### src/rtl/tbc_pkg.sv
package tbc_pkg;
  // which half of a bit cell the coding clock is in
  typedef enum logic {HALF_LEAD = 1'b0, HALF_TRAIL = 1'b1} cell_half_e;
  // bit sent when the source has nothing to offer
  localparam logic IDLE_MARK = 1'b1;
  // synchronizer depth in front of the edge detector
  localparam int SYNC_STAGES = 2;
endpackage

### src/rtl/biphase_enc.sv
module biphase_enc
  import tbc_pkg::*;
#(
  parameter int BIT_CYC = 512
) (
  input  logic clk,
  input  logic rst,
  input  logic in_valid,
  input  logic in_bit,
  output logic in_ready,
  output logic line
);
  localparam int HALF = BIT_CYC / 2;
  localparam int CW   = $clog2(BIT_CYC);

  logic [CW-1:0] pos;
  logic          cur_bit;
  logic          nxt_bit;
  logic          at_start;
  cell_half_e    half;

  always_comb begin
    at_start = (pos == '0);
    half     = (pos < CW'(HALF)) ? HALF_LEAD : HALF_TRAIL;
    nxt_bit  = at_start ? (in_valid ? in_bit : IDLE_MARK) : cur_bit;
    in_ready = !rst && at_start;
  end

  always_ff @(posedge clk) begin
    if (rst) begin
      pos     <= '0;
      cur_bit <= 1'b0;
      line    <= 1'b0;
    end else begin
      pos     <= (pos == CW'(BIT_CYC - 1)) ? '0 : pos + CW'(1);
      cur_bit <= nxt_bit;
      // coding clock is high in the leading half
      line    <= nxt_bit ^ (half == HALF_LEAD);
    end
  end

  p_ready_once_r1: assert property (@(posedge clk) disable iff (rst)
    in_ready |=> !in_ready);

  p_line_steady_r2: assert property (@(posedge clk) disable iff (rst)
    (pos != '0 && pos != CW'(HALF)) |=> $stable(line));

  p_idle_mark_r3: assert property (@(posedge clk) disable iff (rst)
    (in_ready && !in_valid) |=> (line == 1'b0));
endmodule

### src/rtl/edge_pulse.sv
module edge_pulse
  import tbc_pkg::*;
#(
  parameter int EDGE_CYC = 61
) (
  input  logic clk,
  input  logic rst,
  input  logic line_async,
  output logic level,
  output logic strobe,
  output logic pulse
);
  localparam int EW = $clog2(EDGE_CYC + 1);

  logic [SYNC_STAGES-1:0] sync_q;
  logic                   prev_q;
  logic [EW-1:0]          pcnt;

  always_ff @(posedge clk) begin
    if (rst) sync_q <= '0;
    else     sync_q <= {sync_q[SYNC_STAGES-2:0], line_async};
  end

  always_comb begin
    level  = sync_q[SYNC_STAGES-1];
    strobe = level ^ prev_q;
    pulse  = (pcnt != '0);
  end

  always_ff @(posedge clk) begin
    if (rst) begin
      prev_q <= 1'b0;
      pcnt   <= '0;
    end else begin
      prev_q <= level;
      if (strobe)     pcnt <= EW'(EDGE_CYC);
      else if (pulse) pcnt <= pcnt - EW'(1);
    end
  end

  p_pulse_start_r5: assert property (@(posedge clk) disable iff (rst)
    strobe |=> pulse);

  p_pulse_len_r5: assert property (@(posedge clk) disable iff (rst)
    (strobe) |=> (pcnt == EW'(EDGE_CYC)));
endmodule

### src/rtl/window_capture.sv
module window_capture #(
  parameter int WIN_CYC = 384
) (
  input  logic clk,
  input  logic rst,
  input  logic trig,
  input  logic level,
  output logic data
);
  localparam int WW = $clog2(WIN_CYC + 1);

  logic [WW-1:0] cnt;
  logic          active;

  assign active = (cnt != '0);

  always_ff @(posedge clk) begin
    if (rst) begin
      cnt  <= '0;
      data <= 1'b0;
    end else if (trig) begin
      cnt <= WW'(WIN_CYC);
      if (!active) data <= level;
    end else if (active) begin
      cnt <= cnt - WW'(1);
    end
  end

  p_capture_idle_r6: assert property (@(posedge clk) disable iff (rst)
    (trig && !active) |=> (data == $past(level)));

  p_hold_active_r7: assert property (@(posedge clk) disable iff (rst)
    (trig && active) |=> $stable(data));

  p_reload_r7: assert property (@(posedge clk) disable iff (rst)
    trig |=> (cnt == WW'(WIN_CYC)));

  p_quiet_hold_r8: assert property (@(posedge clk) disable iff (rst)
    !trig |=> $stable(data));
endmodule

### src/rtl/tape_biphase_codec.sv
module tape_biphase_codec #(
  parameter int CLK_HZ   = 1_228_800,
  parameter int BAUD     = 2400,
  parameter int BIT_CYC  = CLK_HZ / BAUD,
  parameter int EDGE_CYC = CLK_HZ / 20_000,
  parameter int WIN_CYC  = (BIT_CYC * 3) / 4
) (
  input  logic clk,
  input  logic rst,
  input  logic enc_valid,
  input  logic enc_bit,
  output logic enc_ready,
  output logic enc_line,
  input  logic dec_line,
  output logic dec_edge,
  output logic dec_data
);
  logic lvl;
  logic trig;

  biphase_enc #(.BIT_CYC(BIT_CYC)) u_enc (
    .clk(clk), .rst(rst), .in_valid(enc_valid), .in_bit(enc_bit),
    .in_ready(enc_ready), .line(enc_line)
  );

  edge_pulse #(.EDGE_CYC(EDGE_CYC)) u_edge (
    .clk(clk), .rst(rst), .line_async(dec_line),
    .level(lvl), .strobe(trig), .pulse(dec_edge)
  );

  window_capture #(.WIN_CYC(WIN_CYC)) u_win (
    .clk(clk), .rst(rst), .trig(trig), .level(lvl), .data(dec_data)
  );

  p_reset_quiet_r4: assert property (@(posedge clk)
    rst |=> (!enc_line && !dec_data && !dec_edge));
endmodule

### config.mk
export PLATFORM = sky130hd
export DESIGN_NAME = tape_biphase_codec
export DESIGN_NICKNAME = d
export VERILOG_FILES = /design/src/rtl/tbc_pkg.sv /design/src/rtl/biphase_enc.sv /design/src/rtl/edge_pulse.sv /design/src/rtl/window_capture.sv /design/src/rtl/tape_biphase_codec.sv
export SDC_FILE = /design/constraint.sdc
export NUM_CORES = 1
export LEC_CHECK = 0
export BUFFER_PORTS_ARGS = -buffer_cell sky130_fd_sc_hd__buf_2
export CAP_MARGIN = 30
export CORE_MARGIN = 2
export CORE_UTILIZATION = 58
export DETAILED_ROUTE_END_ITERATION = 7
export HOLD_SLACK_MARGIN = 0.03
export MAX_ROUTING_LAYER = met4
export PLACE_DENSITY = 0.77
export SETUP_SLACK_MARGIN = 0.02
export SLEW_MARGIN = 25
export SYNTH_ARGS = -nofsm -noshare
export SYNTH_HDL_FRONTEND = slang
export SYNTH_SLANG_ARGS = --single-unit
export TNS_END_PERCENT = 20
### constraint.sdc
create_clock -name clk -period 2.25 [get_ports clk]
set_clock_uncertainty 0.15 [all_clocks]
set_input_delay 0.1125 -clock clk [delete_from_list [all_inputs] [get_ports clk]]
set_output_delay 0.1125 -clock clk [all_outputs]
set_load 0.01 [all_outputs]
### After elaboration in Yosys (flattened, before gate mapping)

Index checks and enable logic that the tools add are counted.

| storage, ports and cells | value |
|---|---|
| bits in registers | 30 |
| input port bits | 5 |
| output and inout bits | 4 |
| logic and storage cells | 34 |

| operators by class | value |
|---|---|
| add/subtract/negate cells | 3 |
| order comparisons | 1 |
| equality and inequality tests | 1 |
| muxes and demuxes | 6 |
| bitwise logic cells | 3 |
| reductions and logical operators | 10 |

Operators by type and width:

| cell | count |
|---|---|
| 9-bit two-way mux | 2 |
| 6-bit two-way mux | 2 |
| 9-bit by 1-bit adder with 9-bit output, second input constant | 1 |
| 9-bit equality test, second input constant | 1 |
| 9-bit zero test | 1 |
| 9-bit less-than comparator, second input constant | 1 |
| 9-bit nonzero test | 1 |
| 9-bit by 1-bit subtractor with 9-bit output, second input constant | 1 |
| 6-bit nonzero test | 1 |
| 6-bit by 1-bit subtractor with 6-bit output, second input constant | 1 |
| 2-bit nonzero test | 2 |
| 2-bit OR reduction | 2 |
| 1-bit two-way mux | 2 |
| 2-bit AND reduction | 1 |
| 1-bit XOR | 2 |
| 1-bit logical AND | 1 |
| 1-bit zero test | 1 |
| 1-bit NOT | 1 |

### Logic depth before layout (Yosys ltp)

| depth | value |
|---|---|
| depth after elaboration | 3 |
| depth in mapped cells | 7 |
| depth with buffers taken out | 6 |

### Modules after synthesis

Synthesis repeated with hierarchy kept, for this count alone.

| unflattened totals | value |
|---|---|
| cells, all modules | 157 |
| area total of the unflattened synthesis | 1423.9 sq um |

Modules (own cells, without submodules):

| module | times used | cells an instance | area each (sq um) | seq. area each (sq um) |
|---|---|---|---|---|
| biphase_enc | 1 | 57 | 536.8 | 220.2 |
| window_capture | 1 | 52 | 457.9 | 200.2 |
| edge_pulse | 1 | 48 | 429.2 | 180.2 |

### Least setup slack after synthesis

OpenSTA, ideal clock, no wires.

| timing | value |
|---|---|
| path kind | reg2reg |
| start | register u_win.cnt[0] |
| end | register u_win.cnt[8] |
| arrival | 1.555 ns |
| required time | 2.026 ns |
| setup slack | 0.471 ns |
| stages on the path, launching flop included | 6 |
| buffers on the path | 0 |
| cell sequence | dfxtp_1 -> inv_1 -> ha_1 -> or3b_2 -> or4_1 -> a31oi_1 |

| on the way | value |
|---|---|
| word-level cells in the longest chain between the ends | 3 |
| elaborated cells on any way between the ends | 5 |
| classes of those cells | add/sub (1); mux (2); reduce/logical (2) |

RTL lines:

| element | line | source |
|---|---|---|
| start: declaration | window_capture.sv:12 | `logic [WW-1:0] cnt;` |
| start signal: assignment | window_capture.sv:22 | `cnt <= WW'(WIN_CYC);` |
| start signal: assignment | window_capture.sv:25 | `cnt <= cnt - WW'(1);` |
| 9-bit by 1-bit subtractor with 9-bit output | window_capture.sv:25 |  |
| 9-bit two-way mux | window_capture.sv:24 | `end else if (active) begin` |
| 9-bit two-way mux | window_capture.sv:21 | `end else if (trig) begin` |

Several ways; a longest one is shown, not always the timed one. The select of a mux whose other input is x is not followed.
A chain may end at the register's enable or synchronous reset.

### Worst setup path in the final report

| timing | value |
|---|---|
| start | register u_enc.pos[0] |
| end | output port enc_ready |

| on the way | value |
|---|---|
| word-level cells in the longest chain between the ends | 2 |

RTL lines:

| element | line | source |
|---|---|---|
| start: declaration | biphase_enc.sv:16 | `logic [CW-1:0] pos;` |
| start signal: assignment | biphase_enc.sv:35 | `pos <= (pos == CW'(BIT_CYC - 1)) ? '0 : pos + CW'(1);` |
| 9-bit zero test | biphase_enc.sv:23 | `at_start = (pos == '0);` |
| 1-bit logical AND | biphase_enc.sv:26 | `in_ready = !rst && at_start;` |
| end: declaration | tape_biphase_codec.sv:12 | `output logic enc_ready,` |

Every way passes these cells.

==> impl.org <==
** Cells and area
- Layout Nets :: 191
- The number of antenna diodes in the final layout is 0.
- Area growth from synthesis to final layout :: 15.2%
- In the final layout, the share of cells above drive strength 1 is 0.171.

** Worst setup path
- The worst setup path is of the register to output pin kind.
- Launch instance of the worst register-to-register path :: u_win.cnt[0]
- Worst reg-to-reg path cell count :: 5
- Across all register-to-register paths, the minimum setup slack is 0.34 ns.
- Startpoint types :: register
- STA classifies the critical path endpoint as an output pin.
- Data on the critical path arrives at its endpoint at 1.83 ns.
- Required time reported for the critical path endpoint :: 1.99 ns
- In this run the worst path has a maximum fanout of 4.
- The worst register-to-register path ends at u_win.cnt[8].

** Placed design
- Routability congestion estimate from global placement :: 0.803
- Number of port buffers :: 8
- Detailed placement finished with a half-perimeter wire length of 1910 microns.

** Detailed routing
- Wire per inst :: 14.0 microns
- For this run, design rule violations remaining after detail routing come to 0.
- Using the TritonRoute via totals, the vias-per-cell ratio works out to 6.04.
- Vias :: 1275
- First-pass DRT Iterations :: 4
- The final layout contains routed wiring with a total length of 2950 microns.
- The detail route stage leaves a number of antenna-violating nets equal to 0.
- The first routing iteration left 33 violations.

** Worst hold path
- The worst hold path terminates at u_edge.sync_q[1].
- Hold path cells :: 1
- The worst hold path begins at u_edge.sync_q[0].
- The tightest min-delay check is of the register to register type.

** Clock network
- The H-tree was split into 2 levels.
- Setup repair bufs after CTS :: 0
- TritonCTS Sinks :: 30
- Latest clock arrival within the worst-skew pair :: 0.32 ns
- Clock-pin slew on the worst setup and hold paths :: 0.09 ns
- Library cell used as clock root buffer :: sky130_fd_sc_hd__clkbuf_4
- Clock buffers created by TritonCTS :: 5
- TritonCTS built the clock tree.
- Clock Path Buffers :: 2

** Floorplanning
- Initial core utilization :: 0.594
- Ports placed on the boundary :: 9
- In this run the core area contains 18 standard-cell rows.
- Core outline area :: 2410 sq um
- The die covers 2880 sq um.
- Height of the die :: 53.7 microns
- Die width :: 53.7 microns

** GRT
- The via count of the first global-routing pass is 1106.
- Global routing finished with a remaining overflow of 0.
- The first global-routing pass estimated 4950 microns of wire.
- Global routing usage summed across all routing layers :: 0.252
- Maximum number of pins on one net before global-route repair :: 21
- Number of antenna violations at the first check in global routing :: 0

** Logic synthesis
- In this run, synthesis produced a sequential element count of 30.
- For this run, the number of Yosys warnings is 0.
- Fraction of the yosys area taken by sequential cells :: 0.419
- Most instantiated flip-flop cell in the synthesis netlist :: sky130_fd_sc_hd__dfxtp_1
- Counting distinct cell types in the post-synthesis netlist gives 37.
- In the synthesized netlist the async set-or-reset flop fraction comes to 0.
- The mapped netlist covers 1430 sq um.
- Syn Inst Count :: 160
- Post-synth net total :: 171
- Post-synth EDFFs :: 0
- After synthesis, the mean cell area works out to 8.95 sq um.

** STA
- Sum of negative setup slack :: 0 ns
- Setup violations remaining at the end of the flow were counted as 0.
- Post-route minimum period :: 2.09 ns
- Unrepaired setup endpoints after global routing :: no
- The count of final max-slew check failures is 0.
- Worst-Margin Slew :: 0.575 ns
- Final hold viol count :: 0
- Final worst-path cycle share :: 0.928
- Max Clock Freq :: 0.479 GHz
- In this run the tightest slew margin relative to its limit is 0.607.

** Run
- The tool flagged a number of max-cap violations equal to 0.

** Status
- Run status :: finished, final reports clean

** Power and ir drop
- VDD sags by at most 841 uV.
- Power, Total :: 2.04 mW
- The analysis attributes to cell leakage a power of 0.673 nW.
- Power Density :: 1230 nW/um^2
cells in the mapped netlist, types with 2 or more instances:
master	instances	area [sq um]
sky130_fd_sc_hd__nor2b_1	4	25.0
sky130_fd_sc_hd__or3b_2	2	17.5
sky130_fd_sc_hd__nor4_1	2	12.5
sky130_fd_sc_hd__nand4_1	2	12.5
sky130_fd_sc_hd__nand3_1	7	35.0
sky130_fd_sc_hd__xor2_1	3	26.3
sky130_fd_sc_hd__and2_1	2	12.5
sky130_fd_sc_hd__nand2b_1	2	12.5
sky130_fd_sc_hd__mux2i_1	4	40.0
sky130_fd_sc_hd__clkbuf_1	3	11.3
sky130_fd_sc_hd__or2_2	3	18.8
sky130_fd_sc_hd__or3_1	6	37.5
sky130_fd_sc_hd__nand2_1	5	18.8
sky130_fd_sc_hd__nor2_1	10	37.5
sky130_fd_sc_hd__or4b_2	2	20.0
sky130_fd_sc_hd__or3_2	2	15.0
sky130_fd_sc_hd__ha_1	6	75.1
sky130_fd_sc_hd__inv_1	12	45.0
sky130_fd_sc_hd__a31oi_1	5	31.3
sky130_fd_sc_hd__xnor2_1	2	17.5
sky130_fd_sc_hd__or4_1	4	30.0
sky130_fd_sc_hd__a211oi_1	4	30.0
sky130_fd_sc_hd__a21oi_1	10	50.1
sky130_fd_sc_hd__dfxtp_1	30	601
sky130_fd_sc_hd__nor3_1	6	30.0
sky130_fd_sc_hd__a211o_1	2	17.5
sky130_fd_sc_hd__o21ai_0	10	50.1
flip-flops by register name, summed over array words and instances, names as in the netlist:
name,flops
u_enc.pos,9
u_win.cnt,9
u_edge.pcnt,6
u_edge.sync_q,2
u_edge.prev_q,1
u_enc.cur_bit,1
u_enc.line,1
u_win.data,1
logic make-up after synthesis:
kind of cell,Yosys count,share of synthesized area
multiplexers,4,0.0279
XOR/XNOR,5,0.0306
AND/OR/NAND/NOR,62,0.261
AO/OA/AOI/OAI,38,0.169
adder cells (fa/ha/maj),6,0.0524
buffers and inverters,15,0.0393
flip-flops,30,0.419
worst max-delay path, cell delays in order, from the launching register on:
cell and delay (ns):
sky130_fd_sc_hd__dfxtp_1 0.35, sky130_fd_sc_hd__inv_1 0.07, sky130_fd_sc_hd__ha_1 0.13, sky130_fd_sc_hd__or4b_2 0.65, sky130_fd_sc_hd__nor3_1 0.15, sky130_fd_sc_hd__buf_2 0.15
worst max path at each step:
stage	end	slack, ns	depth (start not counted)	from
6_report	enc_ready	0.16	5	u_enc.pos[0]
5_1_grt	enc_ready	0.08	5	u_enc.pos[0]
4_1_cts	enc_ready	0.14	5	u_enc.pos[0]
3_5_place_dp	u_win.cnt[3]	0.37	5	u_win.cnt[0]
3_3_place_gp	u_win.cnt[8]	0.44	5	u_win.cnt[0]
2_1_floorplan	u_win.cnt[8]	0.47	5	u_win.cnt[0]
placed cells by master (no fill, tap or decap), types with 6 or more instances in the layout:
| master | count |
|---|---|
| sky130_fd_sc_hd__a21oi_1 | 10 |
| sky130_fd_sc_hd__buf_2 | 8 |
| sky130_fd_sc_hd__dfxtp_1 | 30 |
| sky130_fd_sc_hd__ha_1 | 6 |
| sky130_fd_sc_hd__inv_1 | 12 |
| sky130_fd_sc_hd__nand3_1 | 7 |
| sky130_fd_sc_hd__nor2_1 | 10 |
| sky130_fd_sc_hd__nor3_1 | 6 |
| sky130_fd_sc_hd__o21ai_0 | 10 |
| sky130_fd_sc_hd__or3_1 | 6 |
power by group:
| part | internal, mW | leakage, nW | switching, mW |
|---|---|---|---|
| Sequential | 0.657 | 0.247 | 0.151 |
| Clock | 0.214 | 0.0446 | 0.188 |
| Combinational | 0.405 | 0.382 | 0.421 |
| Total | 1.28 | 0.673 | 0.760 |
metrics by stage:
step                      hold WS [ns]  instances   util  instance area (sq um)  setup slack (ns)
after floorplan                 0.0907        160      -                   1430             0.471
after global routing             0.335        211  0.685                   1650            0.0834
after global placement           0.172        198  0.631                   1520             0.440
final                            0.304        211  0.685                   1650             0.162
after detailed placement         0.181        198  0.631                   1520             0.373
after CTS                        0.313        211  0.685                   1650             0.135
area by class of cell:
| class | instances | area [sq um] |
|---|---|---|
| fill | 185 | 759 |
| inverter | 12 | 45.0 |
| timing repair buffer | 16 | 113 |
| tap | 30 | 37.5 |
| sequential | 30 | 601 |
| multi-input combinational | 115 | 776 |
| clock buffer | 8 | 78.8 |
repair_timing:
item / CTS / global route
hold buffers: 5 / 0
endpoints found under the hold margin: 4 / 0
resized for setup: 0 / 0
routing by layer:
metal | global-route usage | up-vias | share of wire | routed length, microns
li1 | - | 630 | - | -
met1 | 0.289 | 610 | 0.45 | 1330
met2 | 0.415 | 33 | 0.51 | 1490
met3 | 0.0833 | 2 | 0.039 | 115
met4 | 0.0769 | 0 | 0.0041 | 12
met5 | - | - | 0 | 0
No activity file was read; power rests on OpenSTA's default activity.
